## src/rtl/lispRegPkg.sv

```systemverilog
package lispRegPkg;

  typedef enum logic [1:0] {
    SRC_BUS  = 2'b00,
    SRC_NIL  = 2'b01,
    SRC_COND = 2'b10,
    SRC_NONE = 2'b11
  } wrSrc_e;

  typedef struct packed {
    logic doWrite;
    logic selBus;
    logic selNil;
    logic selT;
  } wrStrobe_t;

endpackage

```

## src/rtl/regFileCtrl.sv

```systemverilog
module regFileCtrl
  import lispRegPkg::*;
(
  input  logic       clk,
  input  logic       rstN,
  input  logic       wrEn,
  input  logic [1:0] wrSrc,
  input  logic       condCode,
  output wrStrobe_t  strb
);

  wrSrc_e srcKind;

  always_comb begin
    srcKind = wrSrc_e'(wrSrc);
    strb    = '0;
    if (wrEn) begin
      unique case (srcKind)
        SRC_BUS:  begin strb.doWrite = 1'b1; strb.selBus = 1'b1; end
        SRC_NIL:  begin strb.doWrite = 1'b1; strb.selNil = 1'b1; end
        SRC_COND: begin
          strb.doWrite = 1'b1;
          strb.selT    = condCode;
          strb.selNil  = ~condCode;
        end
        default:  strb = '0;
      endcase
    end
  end

  // at most one source is picked per cycle
  p_one_source_r6: assert property (@(posedge clk) disable iff (!rstN)
    $onehot0({strb.selBus, strb.selNil, strb.selT}));

  // a write strobe always carries exactly one source
  p_write_has_source_r6: assert property (@(posedge clk) disable iff (!rstN)
    strb.doWrite |-> $countones({strb.selBus, strb.selNil, strb.selT}) == 1);

endmodule

```

## src/rtl/regReadPort.sv

```systemverilog
module regReadPort #(
  parameter int DATA_W   = 32,
  parameter int NUM_REGS = 32,
  parameter int PC_INDEX = 31,
  localparam int ADDR_W  = $clog2(NUM_REGS)
) (
  input  logic [NUM_REGS-1:0][DATA_W-1:0] regs,
  input  logic [ADDR_W-1:0]               addr,
  input  logic                            usePc,
  input  logic                            oe,
  output logic [DATA_W-1:0]               dataOut,
  output logic                            nilFlag
);

  localparam logic [ADDR_W-1:0] PC_ADDR = ADDR_W'(PC_INDEX);

  logic [ADDR_W-1:0] selAddr;
  logic [DATA_W-1:0] word;

  always_comb begin
    selAddr = usePc ? PC_ADDR : addr;
    word    = '0;
    if ({1'b0, selAddr} < (ADDR_W+1)'(NUM_REGS))
      word = regs[selAddr];
    nilFlag = (word == '0);
    dataOut = oe ? word : '0;
  end

endmodule

```

## src/rtl/regFileData.sv

```systemverilog
module regFileData
  import lispRegPkg::*;
#(
  parameter int            DATA_W    = 32,
  parameter int            NUM_REGS  = 32,
  parameter int            PC_INDEX  = 31,
  parameter logic [DATA_W-1:0] TRUE_WORD = 32'h0000_0004,
  localparam int           ADDR_W    = $clog2(NUM_REGS),
  localparam int           NUM_RD    = 2
) (
  input  logic                          clk,
  input  logic                          rstN,
  input  wrStrobe_t                     strb,
  input  logic [ADDR_W-1:0]             wrAddr,
  input  logic [DATA_W-1:0]             busIn,
  input  logic [NUM_RD-1:0][ADDR_W-1:0] rdAddr,
  input  logic [NUM_RD-1:0]             rdPc,
  input  logic [NUM_RD-1:0]             rdOe,
  output logic [NUM_RD-1:0][DATA_W-1:0] rdData,
  output logic [NUM_RD-1:0]             nilFlag
);

  logic [NUM_REGS-1:0][DATA_W-1:0] regs;
  logic [DATA_W-1:0]               wrWord;
  logic                            wrInRange;

  always_comb begin
    wrWord = '0;
    if (strb.selBus) wrWord = busIn;
    else if (strb.selT) wrWord = TRUE_WORD;
    wrInRange = ({1'b0, wrAddr} < (ADDR_W+1)'(NUM_REGS));
  end

  always_ff @(posedge clk or negedge rstN) begin
    if (!rstN) begin
      regs <= '0;
    end else if (strb.doWrite && wrInRange) begin
      regs[wrAddr] <= wrWord;
    end
  end

  for (genvar p = 0; p < NUM_RD; p++) begin : g_rd
    regReadPort #(
      .DATA_W  (DATA_W),
      .NUM_REGS(NUM_REGS),
      .PC_INDEX(PC_INDEX)
    ) u_port (
      .regs   (regs),
      .addr   (rdAddr[p]),
      .usePc  (rdPc[p]),
      .oe     (rdOe[p]),
      .dataOut(rdData[p]),
      .nilFlag(nilFlag[p])
    );
  end

  // bus source lands in the addressed register
  p_bus_write_r4: assert property (@(posedge clk) disable iff (!rstN)
    (strb.doWrite && strb.selBus && wrInRange) |=> regs[$past(wrAddr)] == $past(busIn));

  // NIL source clears the addressed register
  p_nil_write_r5: assert property (@(posedge clk) disable iff (!rstN)
    (strb.doWrite && strb.selNil && wrInRange) |=> regs[$past(wrAddr)] == '0);

  // true condition stores the T word
  p_true_write_r6: assert property (@(posedge clk) disable iff (!rstN)
    (strb.doWrite && strb.selT && wrInRange) |=> regs[$past(wrAddr)] == TRUE_WORD);

  // without a strobe the addressed register holds
  p_hold_r8: assert property (@(posedge clk) disable iff (!rstN)
    !strb.doWrite |=> regs[$past(wrAddr)] == $past(regs[wrAddr]));

endmodule

```

## src/rtl/lispRegFile.sv

```systemverilog
module lispRegFile
  import lispRegPkg::*;
#(
  parameter int            DATA_W    = 32,
  parameter int            NUM_REGS  = 32,
  parameter int            PC_INDEX  = 31,
  parameter logic [DATA_W-1:0] TRUE_WORD = 32'h0000_0004,
  localparam int           ADDR_W    = $clog2(NUM_REGS)
) (
  input  logic              clk,
  input  logic              rstN,
  input  logic [ADDR_W-1:0] rdAddr1,
  input  logic              rdPc1,
  input  logic              rdOe1,
  output logic [DATA_W-1:0] rdData1,
  output logic              nilFlag1,
  input  logic [ADDR_W-1:0] rdAddr2,
  input  logic              rdPc2,
  input  logic              rdOe2,
  output logic [DATA_W-1:0] rdData2,
  output logic              nilFlag2,
  input  logic              wrEn,
  input  logic [ADDR_W-1:0] wrAddr,
  input  logic [1:0]        wrSrc,
  input  logic              condCode,
  input  logic [DATA_W-1:0] resultBus
);

  wrStrobe_t                strb;
  logic [1:0][ADDR_W-1:0]   rdAddrV;
  logic [1:0][DATA_W-1:0]   rdDataV;
  logic [1:0]               nilV;

  assign rdAddrV  = {rdAddr2, rdAddr1};
  assign rdData1  = rdDataV[0];
  assign rdData2  = rdDataV[1];
  assign nilFlag1 = nilV[0];
  assign nilFlag2 = nilV[1];

  regFileCtrl u_ctrl (
    .clk     (clk),
    .rstN    (rstN),
    .wrEn    (wrEn),
    .wrSrc   (wrSrc),
    .condCode(condCode),
    .strb    (strb)
  );

  regFileData #(
    .DATA_W   (DATA_W),
    .NUM_REGS (NUM_REGS),
    .PC_INDEX (PC_INDEX),
    .TRUE_WORD(TRUE_WORD)
  ) u_data (
    .clk    (clk),
    .rstN   (rstN),
    .strb   (strb),
    .wrAddr (wrAddr),
    .busIn  (resultBus),
    .rdAddr (rdAddrV),
    .rdPc   ({rdPc2, rdPc1}),
    .rdOe   ({rdOe2, rdOe1}),
    .rdData (rdDataV),
    .nilFlag(nilV)
  );

  // the reserved source never raises a write strobe
  p_reserved_r7: assert property (@(posedge clk) disable iff (!rstN)
    (wrEn && wrSrc == 2'b11) |-> !strb.doWrite);

  // an enabled port flags NIL exactly when it shows zero
  p_flag_match_r3: assert property (@(posedge clk) disable iff (!rstN)
    rdOe1 |-> (nilFlag1 == (rdData1 == '0)));

  // both ports forced to PC see the same word
  p_pc_both_r10: assert property (@(posedge clk) disable iff (!rstN)
    (rdPc1 && rdPc2 && rdOe1 && rdOe2) |-> (rdData1 == rdData2 && nilFlag1 == nilFlag2));

  // a disabled port drives zero on its data output
  p_oe_quiet_r12: assert property (@(posedge clk) disable iff (!rstN)
    !rdOe2 |-> rdData2 == '0);

endmodule

```

## config.mk

```make
export PLATFORM = sky130hd
export DESIGN_NAME = lispRegFile
export DESIGN_NICKNAME = d
export VERILOG_FILES = /design/src/rtl/lispRegPkg.sv /design/src/rtl/regFileCtrl.sv /design/src/rtl/regReadPort.sv /design/src/rtl/regFileData.sv /design/src/rtl/lispRegFile.sv
export SDC_FILE = /design/constraint.sdc
export NUM_CORES = 2
export LEC_CHECK = 0
export BUFFER_PORTS_ARGS = -buffer_cell sky130_fd_sc_hd__buf_2
export CAP_MARGIN = 10
export CORE_MARGIN = 1
export CORE_UTILIZATION = 40
export CTS_CLUSTER_SIZE = 25
export DETAILED_ROUTE_END_ITERATION = 10
export PLACE_DENSITY = 0.61
export SETUP_SLACK_MARGIN = 0.4
export SYNTH_ARGS = -nofsm -noshare
export SYNTH_HDL_FRONTEND = slang
export SYNTH_SLANG_ARGS = --single-unit
export TNS_END_PERCENT = 30
```

## constraint.sdc

```tcl
create_clock -name clk -period 3.95 [get_ports clk]
set_clock_uncertainty 0.15 [all_clocks]
set_input_delay 0.5925 -clock clk [delete_from_list [all_inputs] [get_ports clk]]
set_output_delay 0.5925 -clock clk [all_outputs]
set_load 0.02 [all_outputs]
```

; Word level (Yosys, flattened, before mapping)
; Index checks and enable logic that the tools add are counted.
[word_totals]
register_bits = 1024
[op_classes]
n_eq_ne = 2
bitwise = 1
reduce_logical = 5
n_lt_le_gt_ge = 4
mux = 18
[ops]
columns = operator, n
row1 = $bwmux W1024, 1
row2 = $bmux W32 S5, 2
row3 = $mux W32, 6
row4 = $demux W32 S5, 1
row5 = $logic_not A32 Y1, 2
row6 = $lt A5 B6 Y1 const B, 3
row7 = $mux W5, 2
row8 = $ge A5 B1 Y1 const B, 1
row9 = $mux W4, 1
row10 = $mux W1, 3
row11 = $mux W3, 1
row12 = $reduce_or A3 Y1, 1
row13 = $eq A2 B1 Y1 const B, 1
row14 = $eq A2 B2 Y1 const B, 1
row15 = $logic_not A2 Y1, 1
row16 = $pmux W1 S2, 1
row17 = $logic_and A1 B1 Y1, 1
row18 = $not A1 Y1, 1

; Depth between registers and ports, before layout
[depth]
ltp_word = 7
depth_mapped = 14
ltp_nobuf = 8

; Cells and area by module
; From an unflattened synthesis, not the netlist that was laid out.
[unflattened]
cells_unflattened = 5060
area_unflattened_um2 = 57435.1
[modules_own_cells]
columns = mod, cells_per_inst, seq_area_each_um2, instances, area_per_inst_um2
row1 = regFileData, 2327, 25624.6, 1, 38510.7
row2 = regReadPort, 1361, 0.0, 2, 9415.3
row3 = regFileCtrl, 11, 0.0, 1, 93.8

; Least setup slack after synthesis
; No wires, ideal clock.
[synth_timing]
path_type = in2out
startpoint = input port rdAddr1[0]
endpoint = output port nilFlag1
path_buffers = 4
slack_ps = -220
path_stages = 12
arrival_ps = 3427
cell_sequence = buf_2 -> buf_2 -> buf_2 -> buf_1 -> mux2i_1 -> nand2_1 -> o221ai_1 -> o311ai_0 -> o2bb2ai_1 -> nand4_1 -> or4_1 -> nor4_1
[synth_via]
elab_chain_len = 4
[synth_rtl]
columns = item, line
row1 = from (decl), lispRegFile.sv:12  ; input logic [ADDR_W-1:0] rdAddr1,
row2 = $mux W5, regReadPort.sv:21  ; selAddr = usePc ? PC_ADDR : addr;
row3 = $bmux W32 S5, regReadPort.sv:24  ; word = regs[selAddr];
row4 = $mux W32 (not written as such), regReadPort.sv:24
row5 = $logic_not A32 Y1, regReadPort.sv:25  ; nilFlag = (word == '0);
row6 = to (decl), lispRegFile.sv:16  ; output logic nilFlag1,
; Every way passes these cells. The select of a mux whose other input is x is not followed.

; Worst setup path in the final report
; Ends and elaborated chain as after synthesis.

==> results.py <==
metrics = {
    "layout": {
        "area_growth_pct": 30.7,
        "largestRegisters": "u_data.regs (1024)",
        "n_fill_cell": 12300,
        "largest_register": "u_data.regs",
        "stdcell_count": 8636,
        "largest_register_ffs": 1024,
        "fin_nets": 6819,
        "fin_area_mm2": 0.0721,
        "final_core_utilization_pct": 52.9,
        "drive_above_1_share_pct": 26.4,
    },
    "grt": {
        "grt_overflow": 0,
        "antenna_found_initial": 19,
        "grtUsageTotal_pct": 37.9,
        "grt_max_degree": 122,
        "grt_pass1_vias": 53100,
        "grt_pass1_wl_um": 384000,
    },
    "power_and_ir_drop": {
        "p_leak_nw": 30.6,
        "totalPowerFinal_mw": 26.6,
        "ir_drop_mv": 0.381,
        "powerDensity_mw_per_mm2": 370,
    },
    "logic_synthesis": {
        "syn_area_per_cell_um2": 8.87,
        "yosys.cell_types.count": 80,
        "netlist_instances": 6216,
        "seq_area_frac_synth_pct": 46.5,
        "synth_area_mm2": 0.0551,
        "synthTopCellsByArea": "dfrtp_1 (46%), o21ai_0 (11%), nand2_1 (10%)",
        "synth_top_area_share_pct": 46.5,
        "syn_nets": 6273,
        "ys_seq_elements": 1024,
        "ys_async_sr_fraction_pct": 100,
        "synth_flop_cell": "dfrtp_1",
        "synth_edf_count": 0,
        "synth_warnings": 0,
        "yosys.area.top_type": "dfrtp_1",
    },
    "sta": {
        "setup_viol_count_final": 2,
        "whs_ns": 0.188,
        "hold_viol": 0,
        "fin_crit_sh_pct": 116,
        "drv_slew": 0,
        "fmax_mhz": 219,
        "worst_pin_slew_ns": 1.41,
        "setup_ws_ns": -0.627,
        "slew_headroom_pct": 6.03,
        "min_period_ns": 4.58,
        "rsz0062_at_grt": "true",
        "final.setup.tns_ns": -1.12,
    },
    "clock_network": {
        "cts_max_path_buffers": 3,
        "cts_root_buf": "clkbuf_16",
        "htreeDepth": 3,
        "clk-insertion-delay-late_ns": 0.76,
        "cts_buffers": 112,
        "clkTransAtPathRegs_ns": 0.06,
        "clock-sinks": 1024,
        "cts_tree": "yes",
    },
    "critical_path": {
        "cpMostUsedCell": "buf_12",
        "max_stage_delay_ns": 0.59,
        "r2r_end": "u_data.regs[47]",
        "endpoint_kind": "output port",
        "crit_slowest_cell": "o41ai_4",
        "cp_max_fo": 12,
        "critical_path_class": "input port to output port",
        "critPathLaunch": "rdAddr1[0]",
        "r2r_slack_ns": 2.92,
        "cp.arrival_ns": 3.83,
        "crit_path_end": "nilFlag1",
        "worstPathRequired_ns": 3.21,
        "crit_buf_inv": 5,
        "crit_cells": 13,
        "crit_chain": "buf_16 -> buf_6 -> buf_12 -> buf_12 -> mux2i_1 -> o22ai_1 -> nor2_1 -> a311oi_2 -> o41ai_4 -> o2111ai_1 -> or4_4 -> nor4_4 -> buf_4",
        "r2r-start": "u_data.regs[47]",
        "crit_family": "simple AND/OR/NAND/NOR gates",
        "reg2reg_depth": 3,
        "worst_setup_path_start_kind": "input port",
    },
    "floorplanning": {
        "ios": 123,
        "die-area_mm2": 0.139,
        "initial_core_util_pct": 40.5,
        "core-area_mm2": 0.136,
        "die_x_um": 373,
        "placementRows": 135,
        "die_y_um": 373,
    },
    "outcome": {
        "outcome": "complete, but fails checks",
        "failed_checks": "negative setup slack",
    },
    "placement": {
        "hpwl_um": 184000,
        "dp_worst_setup_slack_ns": -0.880,
        "place_inst": 8316,
        "placed_area_mm2": 0.0635,
        "routabilityCongestion": 1.02,
        "io_buffers": 122,
    },
    "drt": {
        "first_iter_violations": 7278,
        "drc": 0,
        "ant_nets": 0,
        "finalWirelength_um": 271000,
        "drtPass1Iterations": 6,
        "vias": 55500,
        "viasPerCell": 6.43,
        "wire_per_inst_um": 31.4,
    },
    "min_path": {
        "min_path_type": "input port to register",
    },
    "run": {
        "cap_violations": 0,
    },
}
==> layer usage <==
layer	share of wire, %	up-vias	GRT usage [%]	wire, µm
met1	38	27100	48.8	102000
li1	-	23400	-	-
met2	41	3938	54.0	111000
met5	0.090	-	0	245
met3	13	1061	13.2	36600
met4	7.6	26	23.7	20700
==> placed cells by master (no fill, tap or decap), drive strengths merged, types with 97 or more instances in the layout <==
master	count
mux2i	490
o21ai	1164
a21oi	117
buf	1055
nand2	1483
clkbuf	174
a211oi	153
dfrtp	1024
o22ai	97
nor2	131
o221ai	110
==> area by class of cell <==
class / instances / area, µm² / area share, %
Antenna cell: 3 / 7.51 / 0.0104
Clock buffer: 170 / 3250 / 4.51
Clock inverter: 34 / 339 / 0.470
Inverter: 22 / 85.1 / 0.118
Multi-Input combinational cell: 4541 / 29800 / 41.3
Sequential cell: 1024 / 25600 / 35.6
Tap cell: 1781 / 2230 / 3.09
Timing Repair Buffer: 1061 / 10800 / 15.0
==> report_power, final <==
group          total [mW]  internal, mW  switching, mW  leakage, nW
registers            11.2          10.9          0.340         14.2
logic                4.83          1.91           2.92         14.7
clock network        10.6          5.92           4.68         1.75
total                26.6          18.7           7.94         30.6
==> worst reg2reg max path, stage by stage (launching register included) <==
cell	delay, ns
dfrtp_1	0.40
buf_4	0.14
nand2_1	0.04
o21ai_0	0.12
==> worst min-delay path by stage <==
stage,start,to,slack (ns),cells after the start
floorplan,rstN,u_data.regs[0],0.15,0
global placement,u_data.regs[833],u_data.regs[833],0.32,2
detailed placement,u_data.regs[833],u_data.regs[833],0.32,2
CTS,resultBus[11],u_data.regs[1003],0.17,4
global route,resultBus[11],u_data.regs[523],0.23,4
finish,resultBus[12],u_data.regs[172],0.19,4
==> cells in the mapped netlist (9+ instances only) <==
library cell     n
and2_1          72
inv_1           21
o2bb2ai_1       12
a221oi_1        24
clkbuf_1       431
o21a_1          26
a41oi_1          9
a31oi_1         63
a22o_1          10
o22a_1           9
o221a_2         34
o22ai_1         97
a22oi_1         36
a21oi_1        115
nor2b_1         68
a221o_1          9
a211oi_1       153
buf_2          142
nand3_1         35
o2111ai_1       45
buf_1           43
a32o_1          11
and3_1          13
o221ai_1       110
mux4_2          28
nand2_1       1481
nand4_1          9
o211ai_1        18
dfrtp_1       1024
nor3_1          14
a222oi_1        10
o21ai_0       1163
nor2_1         131
mux2i_1        490
a311oi_1        47
mux2_2          63
==> cell families after synthesis <==
logic type,after synthesis,share of synthesized area (%)
compound gates,2074,23.2
simple gates,1886,14.1
mux,581,11.3
flops,1024,46.5
buf+inv,651,4.87
==> repair_timing <==
item / in CTS / in global routing
endpoints found under the setup margin: 66 / 64
cloned: 3 / 3
setup buffers: 63 / 43
endpoints found under the hold margin: 39 / 0
gates resized for setup: 547 / 336
pin swaps: 165 / 176
hold buffers: 1 / 0
Power figures use the tool's default switching activity.
